--- src/rtl/sdec_pkg.sv ---
package sdec_pkg;

  localparam int CODE_W = 5;
  localparam int NIB_W  = 4;

  // control code groups whose values drive the frame logic
  localparam logic [CODE_W-1:0] CG_IDLE = 5'b11111;
  localparam logic [CODE_W-1:0] CG_J    = 5'b11000;
  localparam logic [CODE_W-1:0] CG_K    = 5'b10001;
  localparam logic [CODE_W-1:0] CG_T    = 5'b01101;
  localparam logic [CODE_W-1:0] CG_R    = 5'b00111;
  localparam logic [CODE_W-1:0] CG_H    = 5'b00100;

  localparam logic [NIB_W-1:0] PRE_NIB = 4'b0101;

  typedef enum logic [2:0] {
    SK_DATA, SK_IDLE, SK_J, SK_K, SK_T, SK_R, SK_H, SK_BAD
  } sym_kind_e;

  typedef enum logic [1:0] {
    FS_IDLE, FS_SECOND, FS_BODY, FS_DROP_R
  } frm_state_e;

endpackage

--- src/rtl/sdec_sym_lookup.sv ---
module sdec_sym_lookup
  import sdec_pkg::*;
#(
  parameter int CW = CODE_W,
  parameter int NW = NIB_W
) (
  input  logic [CW-1:0]   code,
  output sym_kind_e       kind,
  output logic [NW-1:0]   nib
);

  // data code group to nibble mapping; everything unknown is SK_BAD
  always_comb begin
    kind = SK_DATA;
    nib  = '0;
    case (code)
      5'b11110: nib = 4'h0;
      5'b01001: nib = 4'h1;
      5'b10100: nib = 4'h2;
      5'b10101: nib = 4'h3;
      5'b01010: nib = 4'h4;
      5'b01011: nib = 4'h5;
      5'b01110: nib = 4'h6;
      5'b01111: nib = 4'h7;
      5'b10010: nib = 4'h8;
      5'b10011: nib = 4'h9;
      5'b10110: nib = 4'hA;
      5'b10111: nib = 4'hB;
      5'b11010: nib = 4'hC;
      5'b11011: nib = 4'hD;
      5'b11100: nib = 4'hE;
      5'b11101: nib = 4'hF;
      CG_IDLE:  kind = SK_IDLE;
      CG_J:     kind = SK_J;
      CG_K:     kind = SK_K;
      CG_T:     kind = SK_T;
      CG_R:     kind = SK_R;
      CG_H:     kind = SK_H;
      default:  kind = SK_BAD;
    endcase
  end

endmodule

--- src/rtl/sdec_frame_fsm.sv ---
module sdec_frame_fsm
  import sdec_pkg::*;
#(
  parameter int NW = NIB_W
) (
  input  logic          clk,
  input  logic          rst_n,
  input  sym_kind_e     cur_kind,
  input  logic [NW-1:0] cur_nib,
  output logic [NW-1:0] rxd,
  output logic          rx_dv,
  output logic          rx_er,
  output logic          crs
);

  // one-symbol lookahead stage
  sym_kind_e     prev_kind_q;
  logic [NW-1:0] prev_nib_q;

  frm_state_e    state_q, state_d;
  logic          crs_q, crs_d;
  logic          dv_q, dv_d;
  logic          er_q, er_d;
  logic [NW-1:0] rxd_q, rxd_d;

  // next-state and output decision for the symbol held in prev_*
  always_comb begin
    state_d = state_q;
    crs_d   = 1'b0;
    dv_d    = 1'b0;
    er_d    = 1'b0;
    rxd_d   = '0;
    case (state_q)
      FS_IDLE: begin
        if (prev_kind_q == SK_J && cur_kind == SK_K) begin
          state_d = FS_SECOND;
          crs_d   = 1'b1;
          dv_d    = 1'b1;
          rxd_d   = PRE_NIB;
        end else if (prev_kind_q == SK_R || prev_kind_q == SK_H) begin
          er_d = 1'b1;
        end
      end
      FS_SECOND: begin
        state_d = FS_BODY;
        crs_d   = 1'b1;
        dv_d    = 1'b1;
        rxd_d   = PRE_NIB;
      end
      FS_BODY: begin
        crs_d = 1'b1;
        dv_d  = 1'b1;
        case (prev_kind_q)
          SK_DATA: rxd_d = prev_nib_q;
          SK_T: begin
            if (cur_kind == SK_R) begin
              crs_d   = 1'b0;
              dv_d    = 1'b0;
              state_d = FS_DROP_R;
            end else begin
              er_d = 1'b1;
            end
          end
          SK_IDLE: begin
            if (cur_kind == SK_IDLE) begin
              crs_d   = 1'b0;
              dv_d    = 1'b0;
              state_d = FS_IDLE;
            end else begin
              er_d = 1'b1;
            end
          end
          default: er_d = 1'b1;
        endcase
      end
      FS_DROP_R: state_d = FS_IDLE;
      default:   state_d = FS_IDLE;
    endcase
  end

  always_ff @(posedge clk or negedge rst_n) begin
    if (!rst_n) begin
      prev_kind_q <= SK_IDLE;
      prev_nib_q  <= '0;
      state_q     <= FS_IDLE;
      crs_q       <= 1'b0;
      dv_q        <= 1'b0;
      er_q        <= 1'b0;
      rxd_q       <= '0;
    end else begin
      prev_kind_q <= cur_kind;
      prev_nib_q  <= cur_nib;
      state_q     <= state_d;
      crs_q       <= crs_d;
      dv_q        <= dv_d;
      er_q        <= er_d;
      rxd_q       <= rxd_d;
    end
  end

  assign rxd   = rxd_q;
  assign rx_dv = dv_q;
  assign rx_er = er_q;
  assign crs   = crs_q;

  AST_DV_NEEDS_CRS: assert property (@(posedge clk) disable iff (!rst_n)
    dv_q |-> crs_q);
  AST_SOF_FIRST_PRE: assert property (@(posedge clk) disable iff (!rst_n)
    $rose(crs_q) |-> (dv_q && rxd_q == PRE_NIB));
  AST_SOF_SECOND_PRE: assert property (@(posedge clk) disable iff (!rst_n)
    $rose(crs_q) |=> (dv_q && rxd_q == PRE_NIB));
  AST_CRS_END_CAUSE: assert property (@(posedge clk) disable iff (!rst_n)
    $fell(crs_q) |-> ($past(prev_kind_q) == SK_T || $past(prev_kind_q) == SK_IDLE));
  AST_QUIET_NIBBLE: assert property (@(posedge clk) disable iff (!rst_n)
    !dv_q |-> (rxd_q == '0));
  AST_OUTSIDE_ERR_SRC: assert property (@(posedge clk) disable iff (!rst_n)
    (er_q && !dv_q) |-> ($past(prev_kind_q) == SK_R || $past(prev_kind_q) == SK_H));

endmodule

--- src/rtl/sdec_rx_top.sv ---
module sdec_rx_top
  import sdec_pkg::*;
(
  input  logic        clk,
  input  logic        rst_n,
  input  logic [4:0]  code_in,
  output logic [3:0]  rxd,
  output logic        rx_dv,
  output logic        rx_er,
  output logic        crs
);

  sym_kind_e         cur_kind;
  logic [NIB_W-1:0]  cur_nib;

  sdec_sym_lookup #(.CW(CODE_W), .NW(NIB_W)) u_lookup (
    .code (code_in),
    .kind (cur_kind),
    .nib  (cur_nib)
  );

  sdec_frame_fsm #(.NW(NIB_W)) u_fsm (
    .clk      (clk),
    .rst_n    (rst_n),
    .cur_kind (cur_kind),
    .cur_nib  (cur_nib),
    .rxd      (rxd),
    .rx_dv    (rx_dv),
    .rx_er    (rx_er),
    .crs      (crs)
  );

endmodule

--- config.mk ---
export PLATFORM = sky130hd
export DESIGN_NAME = sdec_rx_top
export DESIGN_NICKNAME = d
export VERILOG_FILES = /design/src/rtl/sdec_pkg.sv /design/src/rtl/sdec_sym_lookup.sv /design/src/rtl/sdec_frame_fsm.sv /design/src/rtl/sdec_rx_top.sv
export SDC_FILE = /design/constraint.sdc
export NUM_CORES = 1
export LEC_CHECK = 0
export BUFFER_PORTS_ARGS = -buffer_cell sky130_fd_sc_hd__buf_4
export CORE_ASPECT_RATIO = 1.25
export CORE_MARGIN = 2
export CORE_UTILIZATION = 50
export CTS_BUF_LIST = sky130_fd_sc_hd__clkbuf_8
export DETAILED_ROUTE_END_ITERATION = 12
export HOLD_SLACK_MARGIN = 0.05
export PLACE_DENSITY = 0.72
export RECOVER_POWER = 100
export SLEW_MARGIN = 20
export SYNTH_ARGS = -nofsm -noshare
export SYNTH_HDL_FRONTEND = slang
export SYNTH_SLANG_ARGS = --single-unit
--- constraint.sdc ---
create_clock -name clk -period 3.4 [get_ports clk]
set_input_delay 0 -clock clk [delete_from_list [all_inputs] [get_ports clk]]
set_output_delay 0 -clock clk [all_outputs]
set_load 0.01 [all_outputs]
==> impl_metrics.yaml, run 1 <==
synthesis:
  avgSynthCellArea_um2: 9.35
  ys_warn_count: 0
  netlist_instances: 93
  postSynthRegisterBits: 15
  yosysUniqueCellTypes: 40
  ys_seq_area_frac: 0.433
  synth_nets: 100
  synth_area_um2: 870
timing:
  fin_setup_tns_ps: 0
  worstMarginPinSlew_ps: 744
  max_freq_ghz: 0.594
  hold_violations: 0
  slew_viol_final: 0
  period_minus_slack_ps: 1680
  min_period_over_period: 0.495
  fin_worst_skew_ps: 1.17
  rsz0062_at_grt: "false"
  slew_headroom: 0.504
  fin_ws_ps: 1720
  setup_violations: 0
worst_setup_path:
  critPathMaxStageDelay_ps: 530
  crit_path_start_kind: "input pin"
  cp_top_family: "buffers and inverters"
  cp_data_required_time_ps: 3520
  worst-path-buf-inv: 2
  cp_max_fo: 12
  cp_cell_sequence: "dlygate4sd3_1 > clkbuf_1 > nand2b_1 > or3_1 > a221oi_1 > o21ai_0"
  setup.worst_path.end_class: "flip-flop"
  cp.arrival_ps: 1800
  path_class: "input pin to flip-flop"
  slowest_stage: "dlygate4sd3_1"
routing:
  first_pass_iters: 4
  drc: 0
  drt-initial-drc-count: 17
  vias_per_cell: 5.80
  antenna_left: 0
  vias: 719
  routedWlPerCell_um: 12.9
  finalWirelength_um: 1610
floorplan:
  initial_core_util: 0.543
  die_w_um: 41.3
  ios: 14
  dieArea_mm2: 0.00209
  coreArea_mm2: 0.00160
  die_h_um: 50.6
  row_count: 16
cts:
  clockBufferDepth: 2
  insertion_delay_ps: 240
  cts_buffers: 3
  clock_sinks: 15
  postCtsSetupBuffers: 0
  cts_tree: "yes"
  cts_htree_levels: 1
  root_buffer: "clkbuf_8"
  clk_pin_slew_ps: 60
grt:
  antenna_found_initial: 0
  grt_use_total: 0.195
  grt_pass1_vias: 680
  grt_pass1_wl_um: 2840
  grt_max_degree: 21
  grt.overflow.total: 0
cells_and_area:
  fillers: 132
  antenna_cells: 0
  seq_area_um2: 377
  area_growth_pct: 13.7
  fin_area_um2: 988
  nNetsFinal: 114
  multiInputGateArea_um2: 439
  drive_gt1_frac: 0.0849
place:
  dp_hpwl_um: 1150
  post-place-ws_ps: 1980
  port_buffers: 13
  postPlaceCellArea_um2: 956
  routabilityCongestion: 0.765
pwr:
  power_density_mw_per_mm2: 415
  max-vdd-ir-drop_mv: 0.248
  p_leak_nw: 0.398
outcome:
  status: "complete, no violations"
flow_run:
  max_cap_violations: 0
hold_path:
  hold_path.class: "input pin to flip-flop"
[area by class of cell]
cell class,instances,area share
Clock inverter,1,0.00759
Sequential cell,15,0.381
Multi-Input combinational cell,68,0.444
Tap cell,18,0.0228
Inverter,3,0.0114
Timing Repair Buffer,16,0.0911
Clock buffer,3,0.0418
[repair_timing]
| action | 4_1_cts | 5_1_grt |
|---|---|---|
| resized for setup | 0 | 0 |
| hold buffers | 3 | 0 |
| hold endpoints to repair | 16 | 0 |
[metrics by stage]
| step | hold slack, ps | util | std cells | power [mW] |
|---|---|---|---|---|
| 2_1_floorplan | -296 | - | 93 | 0.249 |
| 3_3_place_gp | -142 | 0.597 | 117 | 0.273 |
| 3_5_place_dp | -141 | 0.597 | 117 | 0.274 |
| 4_1_cts | 52.9 | 0.646 | 124 | 0.422 |
| 5_1_grt | 73.3 | 0.617 | 124 | 0.436 |
| 6_report | 63.6 | 0.617 | 124 | 0.411 |
[cells in the mapped netlist]
master     count  area, um2
dfrtp_1       14        350
and2_1         5       31.3
nand2_1        5       18.8
nand3_1        5       25.0
nor2_1         5       18.8
nor2b_1        4       25.0
a21o_1         3       22.5
buf_2          3       15.0
clkbuf_1       3       11.3
inv_1          3       11.3
nand2b_1       3       18.8
o2111ai_1      3       26.3
o211ai_1       3       22.5
o21ai_1        3       15.0
xor2_1         3       26.3
a21oi_1        2       10.0
nand4_1        2       12.5
o21ai_0        2       10.0
a21boi_0       1       7.51
a21oi_2        1       8.76
a221oi_1       1       8.76
a222oi_1       1       10.0
a311oi_1       1       8.76
buf_4          1       7.51
dfstp_2        1       26.3
nand3b_1       1       7.51
nand4bb_1      1       11.3
nor3_1         1       5.00
nor3b_1        1       7.51
nor4_1         1       6.26
nor4b_1        1       8.76
o21bai_1       1       7.51
o221ai_1       1       8.76
o22a_1         1       8.76
or2_1          1       6.26
or2_4          1       8.76
or3_1          1       6.26
or3_4          1       11.3
or3b_1         1       8.76
xnor2_1        1       8.76
[worst reg2reg max path, stage by stage, from the launching register on]
cell and delay (ps):
dfstp_2 590, nor2b_1 290, a311oi_1 140, nand4_1 170
o2111ai_1 130
[final timing paths]
check / slack (ps) / cells past startpoint / endpoint / start
max: 1720 / 6 / u_fsm.rx_er / code_in[0]
min: 60 / 3 / u_fsm.prev_nib_q[1] / code_in[2]
max reg2reg: 1930 / 4 / u_fsm.state_q[1] / u_fsm.prev_kind_q[0]
min reg2reg: 440 / 1 / u_fsm.state_q[0] / u_fsm.state_q[0]
max in group asynchronous: 2590 / 2 / u_fsm.state_q[0] / rst_n
min in group asynchronous: 340 / 2 / u_fsm.rxd[3] / rst_n
[layer usage]
layer	part of all wire	track usage	vias up
met5	0	0	-
met4	0.012	0.113	0
met3	0.039	0.0133	2
met2	0.54	0.320	18
met1	0.41	0.235	339
li1	-	-	360
[report_power, final]
part | switching (mW) | internal, mW | leakage [nW]
sequential | 0.00884 | 0.191 | 0.184
combinational | 0.0389 | 0.0293 | 0.193
clock | 0.0601 | 0.0821 | 0.0217
total | 0.108 | 0.303 | 0.398
[cells in the final DEF (no fill, tap or decap), types with 4 or more instances in the layout]
cell type,Yosys,final
and2_0,0,4
nor2_1,5,5
clkbuf_1,3,10
nand2_1,5,5
dfrtp_1,14,14
nand3_1,5,5
nor2b_1,4,4
[logic make-up (layout without fill, tap and decap cells)]
family                 Yosys count  in the layout  synth area share
AO/OA/AOI/OAI                   24             24             0.201
XOR/XNOR                         4              4            0.0403
buffers and inverters           10             23            0.0518
flip-flops                      15             15             0.433
AND/OR/NAND/NOR                 40             40             0.273
[state kept, by name (all words and copies together), names as in the netlist]
signal	cells
u_fsm.prev_nib_q	4
u_fsm.prev_kind_q	3
u_fsm.rx_dv	1
u_fsm.rx_er	1
u_fsm.rxd	4
u_fsm.state_q	2
No activity file was read; power rests on OpenSTA's default activity.
==> run 2, diff against run 1 <==
- PLACE_DENSITY: 0.72 -> 0.75
- clock period: 3.4 -> 1.35 ns (I/O delays scaled with it)
==> impl_metrics.yaml, run 2 (synthesized netlist as in run 1, its figures left out) <==
outcome:
  status: "complete, no violations"
cells_and_area:
  final_cell_mix: "buf_4 (19), dfrtp_1 (14)"
  layout_commonest_cell: "buf_4"
  drive_gt1_frac: 0.250
  instances_no_fill: 130
  area_growth_pct: 24.3
  antenna_cells: 0
  nNetsFinal: 120
cts:
  cts_htree_levels: 1
  clockBufferDepth: 2
  clock_sinks: 15
  cts_buffers: 3
  cts_tree: "yes"
  root_buffer: "clkbuf_8"
  insertion_delay_ps: 250
  clk_pin_slew_ps: 60
routing:
  drt-initial-drc-count: 13
  finalWirelength_um: 1840
  drc: 0
  vias_per_cell: 5.79
  vias: 753
  antenna_left: 0
  first_pass_iters: 4
  routedWlPerCell_um: 14.2
worst_setup_path:
  cp_top_family: "simple AND/OR/NAND/NOR gates"
  cp_max_fo: 3
  path_class: "flip-flop to flip-flop"
  cp.arrival_ps: 1520
  critPathMaxStageDelay_ps: 400
  crit_path_start_kind: "flip-flop"
  cp_cell_sequence: "nand4bb_1 > or3_4 > o22a_1 > nor2_1"
  cp_data_required_time_ps: 1530
  worst-path-buf-inv: 0
  reg2reg_slack_ps: 4
  reg2regPathDepth: 4
  r2r_start: "u_fsm.prev_kind_q[2]"
  slowest_stage: "dfrtp_1"
  worstReg2RegEnd: "u_fsm.state_q[0]"
  setup.worst_path.end_class: "flip-flop"
floorplan:
  die_w_um: 41.3
  coreArea_mm2: 0.00160
  initial_core_util: 0.543
  dieArea_mm2: 0.00209
  ios: 14
  row_count: 16
  die_h_um: 50.6
place:
  dp_hpwl_um: 1340
  routabilityCongestion: 0.879
  dp_cells: 122
  port_buffers: 13
grt:
  grt_use_total: 0.215
  grt_max_degree: 21
  antenna_found_initial: 0
  grt.overflow.total: 0
  grt_pass1_vias: 738
  grt_pass1_wl_um: 3080
hold_path:
  min_from: "code_in[2]"
  hold_path.class: "input pin to flip-flop"
  hold_end: "u_fsm.prev_nib_q[1]"
  holdPathStages: 3
pwr:
  p_leak_nw: 0.471
  finalPower_mw: 1.07
  power_density_mw_per_mm2: 994
  max-vdd-ir-drop_mv: 0.761
timing:
  period_minus_slack_ps: 1350
  hold_ws_ps: 56.6
  slew_viol_final: 0
  slew_headroom: 0.491
  setup_violations: 0
  worstMarginPinSlew_ps: 764
  min_period_over_period: 0.997
  hold_violations: 0
  fin_worst_skew_ps: 3.25
  max_freq_ghz: 0.743
  rsz0062_at_grt: "true"
flow_run:
  max_cap_violations: 0
==> run 2: cell count changes in the layout (fill, tap and decap cells not counted), moves of 4 or more <==
cell      delta
buf_4       +16
clkbuf_1     -9
and2_0       -4
and2_1       +4
==> run 2: power breakdown <==
part	internal (mW)	leakage (nW)	switching (mW)	total, mW
Clock	0.204	0.0255	0.155	0.359
Sequential	0.482	0.184	0.0155	0.497
Combinational	0.105	0.262	0.113	0.218
==> run 2: layer usage <==
layer / global-route usage / wire, um
met1: 0.251 / 770
met2: 0.372 / 955
met3: 0.0265 / 78
met4: 0.0806 / 40
met5: 0 / 0
==> run 2: worst max-delay path by stage <==
stage / from / to / depth (start not counted)
3_5_place_dp: u_fsm.prev_kind_q[0] / u_fsm.state_q[1] / 4
4_1_cts: u_fsm.prev_kind_q[2] / u_fsm.state_q[1] / 5
2_1_floorplan: u_fsm.prev_kind_q[0] / u_fsm.state_q[1] / 4
3_3_place_gp: u_fsm.prev_kind_q[0] / u_fsm.state_q[1] / 4
5_1_grt: u_fsm.prev_kind_q[0] / u_fsm.state_q[0] / 4
6_report: u_fsm.prev_kind_q[2] / u_fsm.state_q[0] / 4
==> run 2: through the flow <==
stage / utilization / setup WS [ps] / setup TNS (ps) / area, um2
floorplan: - / 89.6 / 0 / 870
global placement: 0.620 / 43.1 / 0 / 993
detailed placement: 0.620 / -24.1 / -24.1 / 993
CTS: 0.668 / 3.59 / 0 / 1070
global route: 0.675 / -48.3 / -90.3 / 1080
finish: 0.675 / 3.54 / 0 / 1080
==> run 2: final cells by class <==
cell class	count	area [um2]
Fill cell	136	520
Multi-Input combinational cell	68	458
Sequential cell	15	377
Timing Repair Buffer	22	166
Clock buffer	3	41.3
Tap cell	18	22.5
Inverter	3	11.3
Clock inverter	1	5.00
==> run 2: worst min-delay path: cells and delay by family <==
family / cells / cell delay (ps)
buffers and inverters: 2 / 220
AND/OR/NAND/NOR: 1 / 40
==> run 2: timing repair <==
item                                    in CTS  in global routing
pin swaps                                    1                  3
buffers inserted                             1                  1
hold endpoints to repair                    16                  0
hold buffers                                 2                  0
endpoints found under the setup margin       2                  5
gates resized for setup                      1                  1
